<file path="config.mk">
export PLATFORM = sky130hd
export DESIGN_NAME = rfwin_xlate
export DESIGN_NICKNAME = d
export VERILOG_FILES = /design/src/rtl/rfwin_pkg.sv /design/src/rtl/rfwin_ctrl.sv /design/src/rtl/rfwin_dp.sv /design/src/rtl/rfwin_xlate.sv
export SDC_FILE = /design/constraint.sdc
export NUM_CORES = 1
export LEC_CHECK = 0
export BUFFER_PORTS_ARGS = -buffer_cell sky130_fd_sc_hd__buf_2
export CORE_MARGIN = 4
export CORE_UTILIZATION = 38
export DETAILED_ROUTE_END_ITERATION = 6
export GPL_TIMING_DRIVEN = 0
export PLACE_DENSITY = 0.76
export REMOVE_ABC_BUFFERS = 1
export SYNTH_ARGS = -nofsm -noshare
export SYNTH_HDL_FRONTEND = slang
export SYNTH_SLANG_ARGS = --single-unit
</file>
<file path="constraint.sdc">
create_clock -name clk -period 1.23 [get_ports clk]
set_input_delay 0 -clock clk [delete_from_list [all_inputs] [get_ports clk]]
set_output_delay 0 -clock clk [all_outputs]
set_load 0.02 [all_outputs]
</file>
<file path="src/rtl/rfwin_pkg.sv">
package rfwin_pkg;

  // Strobes from the control half to the datapath half
  typedef struct packed {
    logic selWrite;
    logic selLoad;
  } rfwin_strobe_t;

  // Number of window sizes, smallest window as a power of two
  localparam int WIN_LEVELS    = 3;
  localparam int MIN_WIN_SHIFT = 5;

endpackage

</file>
<file path="src/rtl/rfwin_ctrl.sv">
module rfwin_ctrl
  import rfwin_pkg::*;
#(
  parameter int                 DIR_W    = 8,
  parameter logic [DIR_W-1:0]   SEL_ADDR = 8'h14
) (
  input  logic             wrEn,
  input  logic [DIR_W-1:0] dirAddr,
  input  logic             loadEn,
  output rfwin_strobe_t    strobe
);

  logic addrHit;

  assign addrHit = (dirAddr == SEL_ADDR);

  always_comb begin
    strobe          = '0;
    // restore path has priority over an ordinary write
    strobe.selLoad  = loadEn;
    strobe.selWrite = wrEn && addrHit && !loadEn;
  end

endmodule

</file>
<file path="src/rtl/rfwin_dp.sv">
module rfwin_dp
  import rfwin_pkg::*;
#(
  parameter int               DIR_W       = 8,
  parameter int               MEM_W       = 16,
  parameter logic [MEM_W-1:0] REGION_BASE = 16'h1800
) (
  input  logic             clk,
  input  logic             rstN,
  input  rfwin_strobe_t    strobe,
  input  logic [DIR_W-1:0] wrData,
  input  logic [DIR_W-1:0] loadData,
  input  logic [DIR_W-1:0] dirAddr,
  output logic [DIR_W-1:0] selQ,
  output logic [MEM_W-1:0] memAddr,
  output logic             holdEn
);

  localparam int HOLD_BIT  = DIR_W - 1;
  localparam int FIELD_TOP = DIR_W - 2;

  logic [DIR_W-1:0] selNext;
  logic [WIN_LEVELS-1:0] levelSel;
  logic [WIN_LEVELS-1:0] levelInRange;
  logic [MEM_W-1:0] candAddr [WIN_LEVELS];
  logic [MEM_W-1:0] passAddr;

  always_comb begin
    selNext = selQ;
    if (strobe.selLoad)       selNext = loadData;
    else if (strobe.selWrite) selNext = wrData;
  end

  always_ff @(posedge clk or negedge rstN) begin
    if (!rstN) selQ <= '0;
    else       selQ <= selNext;
  end

  assign holdEn   = selQ[HOLD_BIT];
  assign passAddr = {{(MEM_W-DIR_W){1'b0}}, dirAddr};

  // One candidate translation per window size; level 0 is the smallest
  for (genvar g = 0; g < WIN_LEVELS; g++) begin : g_level
    localparam int SH     = MIN_WIN_SHIFT + g;
    localparam int BITPOS = FIELD_TOP - g;
    localparam logic [DIR_W-1:0] WIN_LO   = DIR_W'((1 << DIR_W) - (1 << SH));
    localparam logic [DIR_W-1:0] OFS_MASK = DIR_W'((1 << SH) - 1);

    logic [MEM_W-1:0] winBase;

    assign levelSel[g]     = selQ[BITPOS];
    assign levelInRange[g] = (dirAddr >= WIN_LO);
    assign winBase         = MEM_W'(selQ[BITPOS-1:0]) << SH;
    assign candAddr[g]     = REGION_BASE + winBase + MEM_W'(dirAddr & OFS_MASK);
  end

  // Leading one of the size field picks the level
  always_comb begin
    logic found;
    found   = 1'b0;
    memAddr = passAddr;
    for (int g = 0; g < WIN_LEVELS; g++) begin
      if (!found && levelSel[g]) begin
        found = 1'b1;
        if (levelInRange[g]) memAddr = candAddr[g];
      end
    end
  end

endmodule

</file>
<file path="src/rtl/rfwin_xlate.sv">
module rfwin_xlate
  import rfwin_pkg::*;
#(
  parameter int                DIR_W       = 8,
  parameter int                MEM_W       = 16,
  parameter logic [DIR_W-1:0]  SEL_ADDR    = 8'h14,
  parameter logic [MEM_W-1:0]  REGION_BASE = 16'h1800
) (
  input  logic             clk,
  input  logic             rstN,
  input  logic [DIR_W-1:0] dirAddr,
  input  logic             wrEn,
  input  logic [DIR_W-1:0] wrData,
  input  logic             loadEn,
  input  logic [DIR_W-1:0] loadData,
  output logic [DIR_W-1:0] selValue,
  output logic [MEM_W-1:0] memAddr,
  output logic             holdEn
);

  rfwin_strobe_t strobe;

  rfwin_ctrl #(.DIR_W(DIR_W), .SEL_ADDR(SEL_ADDR)) ctrl_i (
    .wrEn    (wrEn),
    .dirAddr (dirAddr),
    .loadEn  (loadEn),
    .strobe  (strobe)
  );

  rfwin_dp #(.DIR_W(DIR_W), .MEM_W(MEM_W), .REGION_BASE(REGION_BASE)) dp_i (
    .clk      (clk),
    .rstN     (rstN),
    .strobe   (strobe),
    .wrData   (wrData),
    .loadData (loadData),
    .dirAddr  (dirAddr),
    .selQ     (selValue),
    .memAddr  (memAddr),
    .holdEn   (holdEn)
  );

endmodule

</file>
---- After elaboration in Yosys (flattened, before gate mapping) ----
Cells that the tools add are included.
word-level totals
  register bits after elaboration ......... 8
  bits of input ports ..................... 28
  output and inout port bits .............. 25
  logic and storage cells ................. 29
cells by class
  add/subtract/negate cells ............... 6
  $lt $le $gt $ge ......................... 3
  equality and inequality tests ........... 1
  multiplexer cells ....................... 10
  reduce and logical (&&, ||, !) cells .... 8
operator list
  cell                    number
  $mux 16                 6
  $add 13x11->14 const A  3
  $ge 8x8->1 const B      3
  $add 16x5->16           1
  $add 16x6->16           1
  $add 16x7->16           1
  $mux 8                  2
  $eq 8x5->1 const B      1
  $logic_and 1x1->1       4
  $logic_not 1->1         3
  $mux 1                  2
  $reduce_bool 2->1       1

---- Depth between registers and ports, before layout ----
Gate-level depths: netlist (run 1).
  depth after elaboration ................. 8
  mapped depth ............................ 5
  depth with buffers taken out ............ 3

---- Cells and area by module ----
Synthesis (run 1) repeated with hierarchy kept, for this count alone.
unflattened totals
  cell total of the unflattened synthesis .. 73
  area total of the unflattened synthesis .. 649.4 sq um
by module, submodules not included
  module      times used  cells an instance  area an instance (sq um)  sequential area each (sq um)
  rfwin_dp    1           69                 614.3                     200.2
  rfwin_ctrl  1           4                  35.0                      0.0

---- Worst setup path after synthesis (run 1) ----
Ideal clock, no wire load.
  path kind ............................... register -> output
  from .................................... register dp_i.selQ[6]
  to ...................................... output memAddr[12]
  data arrival time ....................... 1,655 ps
  required time ........................... 1,230 ps
  path slack .............................. -425 ps
  stages on the path, launching flop included .. 5
  buffers on the path ..................... 2
  cells stage by stage .................... dfrtp_1 clkbuf_1 and4bb_2 or3_1 buf_4
on the way
  longest elaborated chain between the ends .. 7
  elaborated cells between the ends (all ways) .. 11
  classes of those cells .................. 7 x mux; 4 x reduce/logical
RTL lines
  element                 line               RTL
  start, declared         rfwin_dp.sv:14     output logic [DIR_W-1:0] selQ,
  start signal, assigned  rfwin_dp.sv:36     else selQ <= selNext;
  $mux 1                  rfwin_dp.sv:63     if (!found && levelSel[g]) begin
  $logic_not 1->1         rfwin_dp.sv:63
  $logic_and 1x1->1       rfwin_dp.sv:63
  $mux 1                  rfwin_dp.sv:63
  $logic_not 1->1         rfwin_dp.sv:63
  $logic_and 1x1->1       rfwin_dp.sv:63
  $mux 16 *               rfwin_dp.sv:63
  end, declared           rfwin_xlate.sv:17  output logic [MEM_W-1:0] memAddr,
Mark *: on every way between the ends. The rest lies on a longest branch, timed or not.

---- Worst setup path in the final report (run 1) ----
  from .................................... register dp_i.selQ[6]
  to ...................................... output memAddr[9]
Same word-level chain as after synthesis.

==> results_dict.tcl, run 1 <==
set metrics [dict create \
    cts_buffer_depth 2 \
    insertion_delay_ns 0.25 \
    cp-end-kind "output pin" \
    synth.avg_cell_area_sq_um 8.563 \
    synth-seq-area-share_pct 24.35 \
    cts.sinks 8 \
    cp_slowest_cell "dfrtp_2" \
    arrival_ns 1.51 \
    diodes 0 \
    remaining_drc_errors 0 \
    irDropWorstVdd_mv 0.4530 \
    setup_ws_ns -0.2765 \
    cap_violations 0 \
    final-hold-violation-count 0 \
    cts_root_buf "clkbuf_4" \
    dp_hpwl_um 1712 \
    initial_core_util_pct 41.06 \
    cp_max_fo 4 \
    syn_inst 96 \
    rows 16 \
    setup_viol 7 \
    num_vias 931 \
    dpl.cell_count 157 \
    slew-limit-headroom_pct 51.53 \
    hold_class "input pin to register" \
    largest_reg_flops 8 \
    viasPerCell 5.509 \
    die-area_sq_um 2971 \
    cp-start-kind "register" \
    period_minus_slack_ns 1.507 \
    slew_violations 0 \
    finalPower_mw 0.8977 \
    ys_async_sr_fraction_pct 100.0 \
    cellLeakagePower_nw 0.5505 \
    synth-edff-count 0 \
    criticalPathCategory "register to output pin" \
    drive_gt1_share_pct 49.30 \
    grt_max_degree 17 \
    overflow 0 \
    cts_buffers 3 \
    layout_commonest_cell "buf_2" \
    fmax_ghz 0.6638 \
    yosys-top-cells-area "dfrtp_1 24%, and4b_1 11%, buf_4 9.1%" \
    drt_iter0_markers 18 \
    synth_warnings 0 \
    final_cell_mix "46 x buf_2, 10 x a21oi_1, 9 x and4b_1, 9 x o31ai_1" \
    violations "negative setup slack" \
    ys_ff_latch 8 \
    grt.total_usage_pct 16.06 \
    antenna_found_initial 0 \
    finalClockSkew_ns 0 \
    synthDistinctLibCells 31 \
    core-area_sq_um 2002 \
    port-buffer-count 49 \
    ioPinCount 53 \
    path_clk_slew_ns 0.05 \
    grt_pass1_wl_um 3512 \
    stdcell_count 169 \
    status "finished, violations left" \
    fin_tns_setup_ns -1.577 \
    synthDominantCellAreaShare_pct 24.35 \
    min_period_over_period_pct 122.5 \
    gp_congestion 0.7297 \
    max_stage_delay_ns 0.39 \
    grt_pass1_vias 815 \
    drt_first_pass_iters 5 \
    area_growth_pct 37.29 \
    worstMarginPinSlew_ns 0.7252 \
    pre_cts_ws_ns -0.1467 \
    antenna_left 0 \
    cts_tree "yes" \
    power_density_nw_per_um2 795.4 \
    required_ns 1.23 \
    reg_top3 "dp_i.selQ: 8 flops" \
    chipHeight_um 54.51 \
    drt_wl_total_um 2271 \
    die_w_um 54.51 \
    avgRoutedWirePerCell_um 13.44 \
    crit_buf_inv 2 \
    htree_levels 1 \
    cp_top_family "flip-flops" \
    synth_top_cell_by_area "dfrtp_1" \
    mappedNetlistArea_sq_um 822.0 \
    regMostFlops "dp_i.selQ" \
    place_area_sq_um 991.0 \
    rsz0062_at_grt "true" \
    fin_area_sq_um 1129 \
    worstPathCellList "and4bb_2 > a222oi_1 > inv_1 > buf_2" \
    nNetsFinal 172 \
    ys.flop_type "dfrtp_1" \
]
worst register-to-register path: stages (launching register included):
cell	delay (ns)
dfrtp_2	0.42
buf_6	0.14
buf_4	0.13
o31ai_1	0.05
a21oi_1	0.09
metrics by stage:
stage	hold WS, ns	utilization [%]
6_report	0.006292	56.38
5_1_grt	0.009097	56.38
4_1_cts	0.003268	55.13
3_5_place_dp	-0.1501	49.50
3_3_place_gp	-0.1512	49.50
2_1_floorplan	-0.2956	-
synth_stat cells (2+ instances only):
master / count
buf_4: 10
o21ai_0: 2
nand4b_1: 2
dfrtp_1: 8
a21oi_1: 10
nand2_1: 3
a31oi_1: 8
buf_6: 2
a222oi_1: 2
o31ai_1: 9
nor2b_1: 8
inv_1: 3
clkbuf_1: 3
and4b_1: 9
final cells by class:
class / count / area, sq um
Tap cell: 27 / 33.78
Sequential cell: 8 / 203.9
Clock buffer: 3 / 22.52
Timing Repair Buffer: 58 / 342.8
Fill cell: 205 / 873.3
Multi-Input combinational cell: 70 / 514.2
Inverter: 3 / 11.26
cells by family (layout without fill, tap and decap cells):
kind of cell	Yosys count	count (layout)	share of synthesized area (%)
buffers and inverters	20	64	15.68
flip-flops	8	8	24.35
other	1	3	0.4562
AND/OR/NAND/NOR	34	34	33.34
AO/OA/AOI/OAI	33	33	26.18
power breakdown:
group | internal, mW | switching, mW | total (mW) | leakage, nW
combinational | 0.167 | 0.217 | 0.384 | 0.450
clock | 0.111 | 0.0840 | 0.195 | 0.0138
sequential | 0.289 | 0.0289 | 0.318 | 0.0866
total | 0.568 | 0.330 | 0.898 | 0.551
metal layers:
| layer | share of wire, % | global-route usage [%] |
|---|---|---|
| met4 | 0.92 | 4.979 |
| met3 | 12 | 4.087 |
| met2 | 45 | 27.29 |
| met5 | 0 | 0 |
| met1 | 42 | 19.70 |
path summary, 6_finish.rpt:
path / start / end / slack [ns] / depth (start not counted)
worst max-delay path: dp_i.selQ[6]$_DFFE_PN0P_ / memAddr[9] / -0.28 / 4
worst min-delay path: loadData[0] / dp_i.selQ[0]$_DFFE_PN0P_ / 0.006 / 3
worst max register to register: dp_i.selQ[6]$_DFFE_PN0P_ / dp_i.selQ[6]$_DFFE_PN0P_ / 0.27 / 4
worst min register to register: dp_i.selQ[7]$_DFFE_PN0P_ / dp_i.selQ[7]$_DFFE_PN0P_ / 0.55 / 2
max in group asynchronous: rstN / dp_i.selQ[0]$_DFFE_PN0P_ / 0.92 / 2
min in group asynchronous: rstN / dp_i.selQ[7]$_DFFE_PN0P_ / 0.12 / 2
what timing repair did:
item / 4_1_cts / 5_1_grt
gates cloned: 0 / 0
hold endpoints to repair: 10 / 0
setup buffers: 5 / 2
pin swaps: 5 / 4
setup endpoints to repair: 7 / 8
resized for setup: 7 / 9
hold buffers: 3 / 0
No activity file was read; power rests on OpenSTA's default activity.
==> run 2, diff against run 1 <==
Settings changed: CTS_CLUSTER_DIAMETER set to 80, HOLD_SLACK_MARGIN set to 0.06.
==> results_dict.tcl, run 2 (synthesized netlist as in run 1, its figures left out) <==
set metrics [dict create \
    port-buffer-count 49 \
    pwr-share-seq_pct 34.9 \
    required_ns 1.23 \
    hold_ws_ns 0.1225 \
    seq_area_sq_um 203.9 \
    drt_iter0_markers 22 \
    pre_cts_ws_ns -0.1467 \
    p_sw_share_pct 36.32 \
    rows 16 \
    viasPerCell 5.389 \
    stdcell_count 175 \
    cts_buffers 3 \
    drt_wl_total_um 2290 \
    dp_hpwl_um 1712 \
    core-area_sq_um 2002 \
    p_clk_share_pct 21.4 \
    irDropWorstVdd_mv 0.4545 \
    overflow 0 \
    grt_max_degree 17 \
    antenna_found_initial 0 \
    setup_viol 7 \
    p_comb_share_pct 43.7 \
    cts.sinks 8 \
    rsz0062_at_grt "true" \
    violations "negative setup slack" \
    dpl.cell_count 157 \
    nNetsFinal 178 \
    min_period_over_period_pct 120.8 \
    period_minus_slack_ns 1.486 \
    cp-start-kind "register" \
    slew-limit-headroom_pct 51.56 \
    ioPinCount 53 \
    reg_top3 "dp_i.selQ: 8 flops" \
    final_cell_mix "46 x buf_2, 10 x a21oi_1, 9 x and4b_1, 9 x o31ai_1, 9 x dlygate4sd3_1" \
    post-route-util_pct 59.38 \
    antenna_left 0 \
    intPower_mw 0.5800 \
    chipHeight_um 54.51 \
    fin_tns_setup_ns -1.571 \
    die_w_um 54.51 \
    gp_congestion 0.7297 \
    fmax_ghz 0.6729 \
    regMostFlops "dp_i.selQ" \
    status "finished, violations left" \
    finalClockSkew_ns 0 \
    initial_core_util_pct 41.06 \
    drive_gt1_share_pct 47.30 \
    worstPathCellList "and4bb_2 > a222oi_1 > inv_1 > buf_2" \
    setup_ws_ns -0.2561 \
    criticalPathCategory "register to output pin" \
    insertion_delay_ns 0.25 \
    power_density_nw_per_um2 766.3 \
    path_clk_slew_ns 0.05 \
    place_area_sq_um 991.0 \
    cp-end-kind "output pin" \
    multi_input_area_sq_um 514.2 \
    finalPower_mw 0.9108 \
    diodes 0 \
    layout_commonest_cell "buf_2" \
    avgRoutedWirePerCell_um 13.09 \
    drt_first_pass_iters 6 \
    htree_levels 1 \
    cap_violations 0 \
    fin_area_sq_um 1189 \
    area_growth_pct 44.60 \
    p_switching_mw 0.3309 \
    grt_pass1_wl_um 3615 \
    worstMarginPinSlew_ns 0.7247 \
    largest_reg_flops 8 \
    num_vias 943 \
    cp_max_fo 4 \
    slew_violations 0 \
    remaining_drc_errors 0 \
    cp_slowest_cell "dfrtp_2" \
    cts_root_buf "clkbuf_4" \
    max_stage_delay_ns 0.39 \
    cts_tree "yes" \
    cts_buffer_depth 2 \
    arrival_ns 1.49 \
    hold_class "input pin to asynchronous set/reset pin" \
    fill_cells 199 \
    grt_pass1_vias 829 \
    final-hold-violation-count 0 \
    die-area_sq_um 2971 \
    cellLeakagePower_nw 0.5756 \
    grt.total_usage_pct 16.52 \
]
==> run 2: cell count changes in the layout (fill, tap and decap cells not counted) <==
cell	delta
dlygate4sd3_1	+6
==> run 2: path summary, 6_finish.rpt <==
kind | to | slack (ns) | cells after the start | startpoint
min in group clk | dp_i.selQ[0]$_DFFE_PN0P_ | 0.19 | 3 | loadEn
setup reg to reg | dp_i.selQ[6]$_DFFE_PN0P_ | 0.27 | 4 | dp_i.selQ[6]$_DFFE_PN0P_
hold reg to reg | dp_i.selQ[7]$_DFFE_PN0P_ | 0.55 | 2 | dp_i.selQ[7]$_DFFE_PN0P_
max in group asynchronous | dp_i.selQ[0]$_DFFE_PN0P_ | 0.93 | 2 | rstN
hold / removal | dp_i.selQ[7]$_DFFE_PN0P_ | 0.12 | 2 | rstN
setup / recovery | memAddr[8] | -0.26 | 4 | dp_i.selQ[6]$_DFFE_PN0P_
==> run 2: per-layer routing <==
metal / share of wire (%) / wire [um] / global-route usage (%) / up-vias
met5: 0 / 0 / 0 / -
met4: 0.92 / 21 / 4.979 / 0
met3: 12 / 271 / 4.087 / 4
met2: 45 / 1024 / 27.29 / 58
met1: 42 / 973 / 21.03 / 416
li1: - / - / - / 465
==> run 2: cell type report <==
class,count,area share (%)
sequential,8,17.16
tap,27,2.842
clock buffer,3,1.895
multi-input combinational,70,43.26
timing repair buffer,64,33.89
inverter,3,0.9474
==> run 2: power groups by stage <==
stage	logic [mW]	clock network (mW)	registers (mW)
after floorplan	0.138	0	0.354
after global placement	0.319	0	0.327
after detailed placement	0.324	0	0.328
after CTS	0.387	0.202	0.315
after global routing	0.435	0.222	0.321
final	0.398	0.195	0.318
==> run 2: critical path, delay by kind of cell, from the launching register on <==
kind,cells,cell delay (ns)
flip-flops,1,0.39
buffers and inverters,2,0.23
AND/OR/NAND/NOR,1,0.27
AO/OA/AOI/OAI,1,0.35
==> run 2: what timing repair did <==
item,CTS,global route
hold buffers,9,0
pin swaps,5,4
buffers inserted,5,2
endpoints found under the setup margin,7,8
endpoints found under the hold margin,16,0
gates resized for setup,7,9
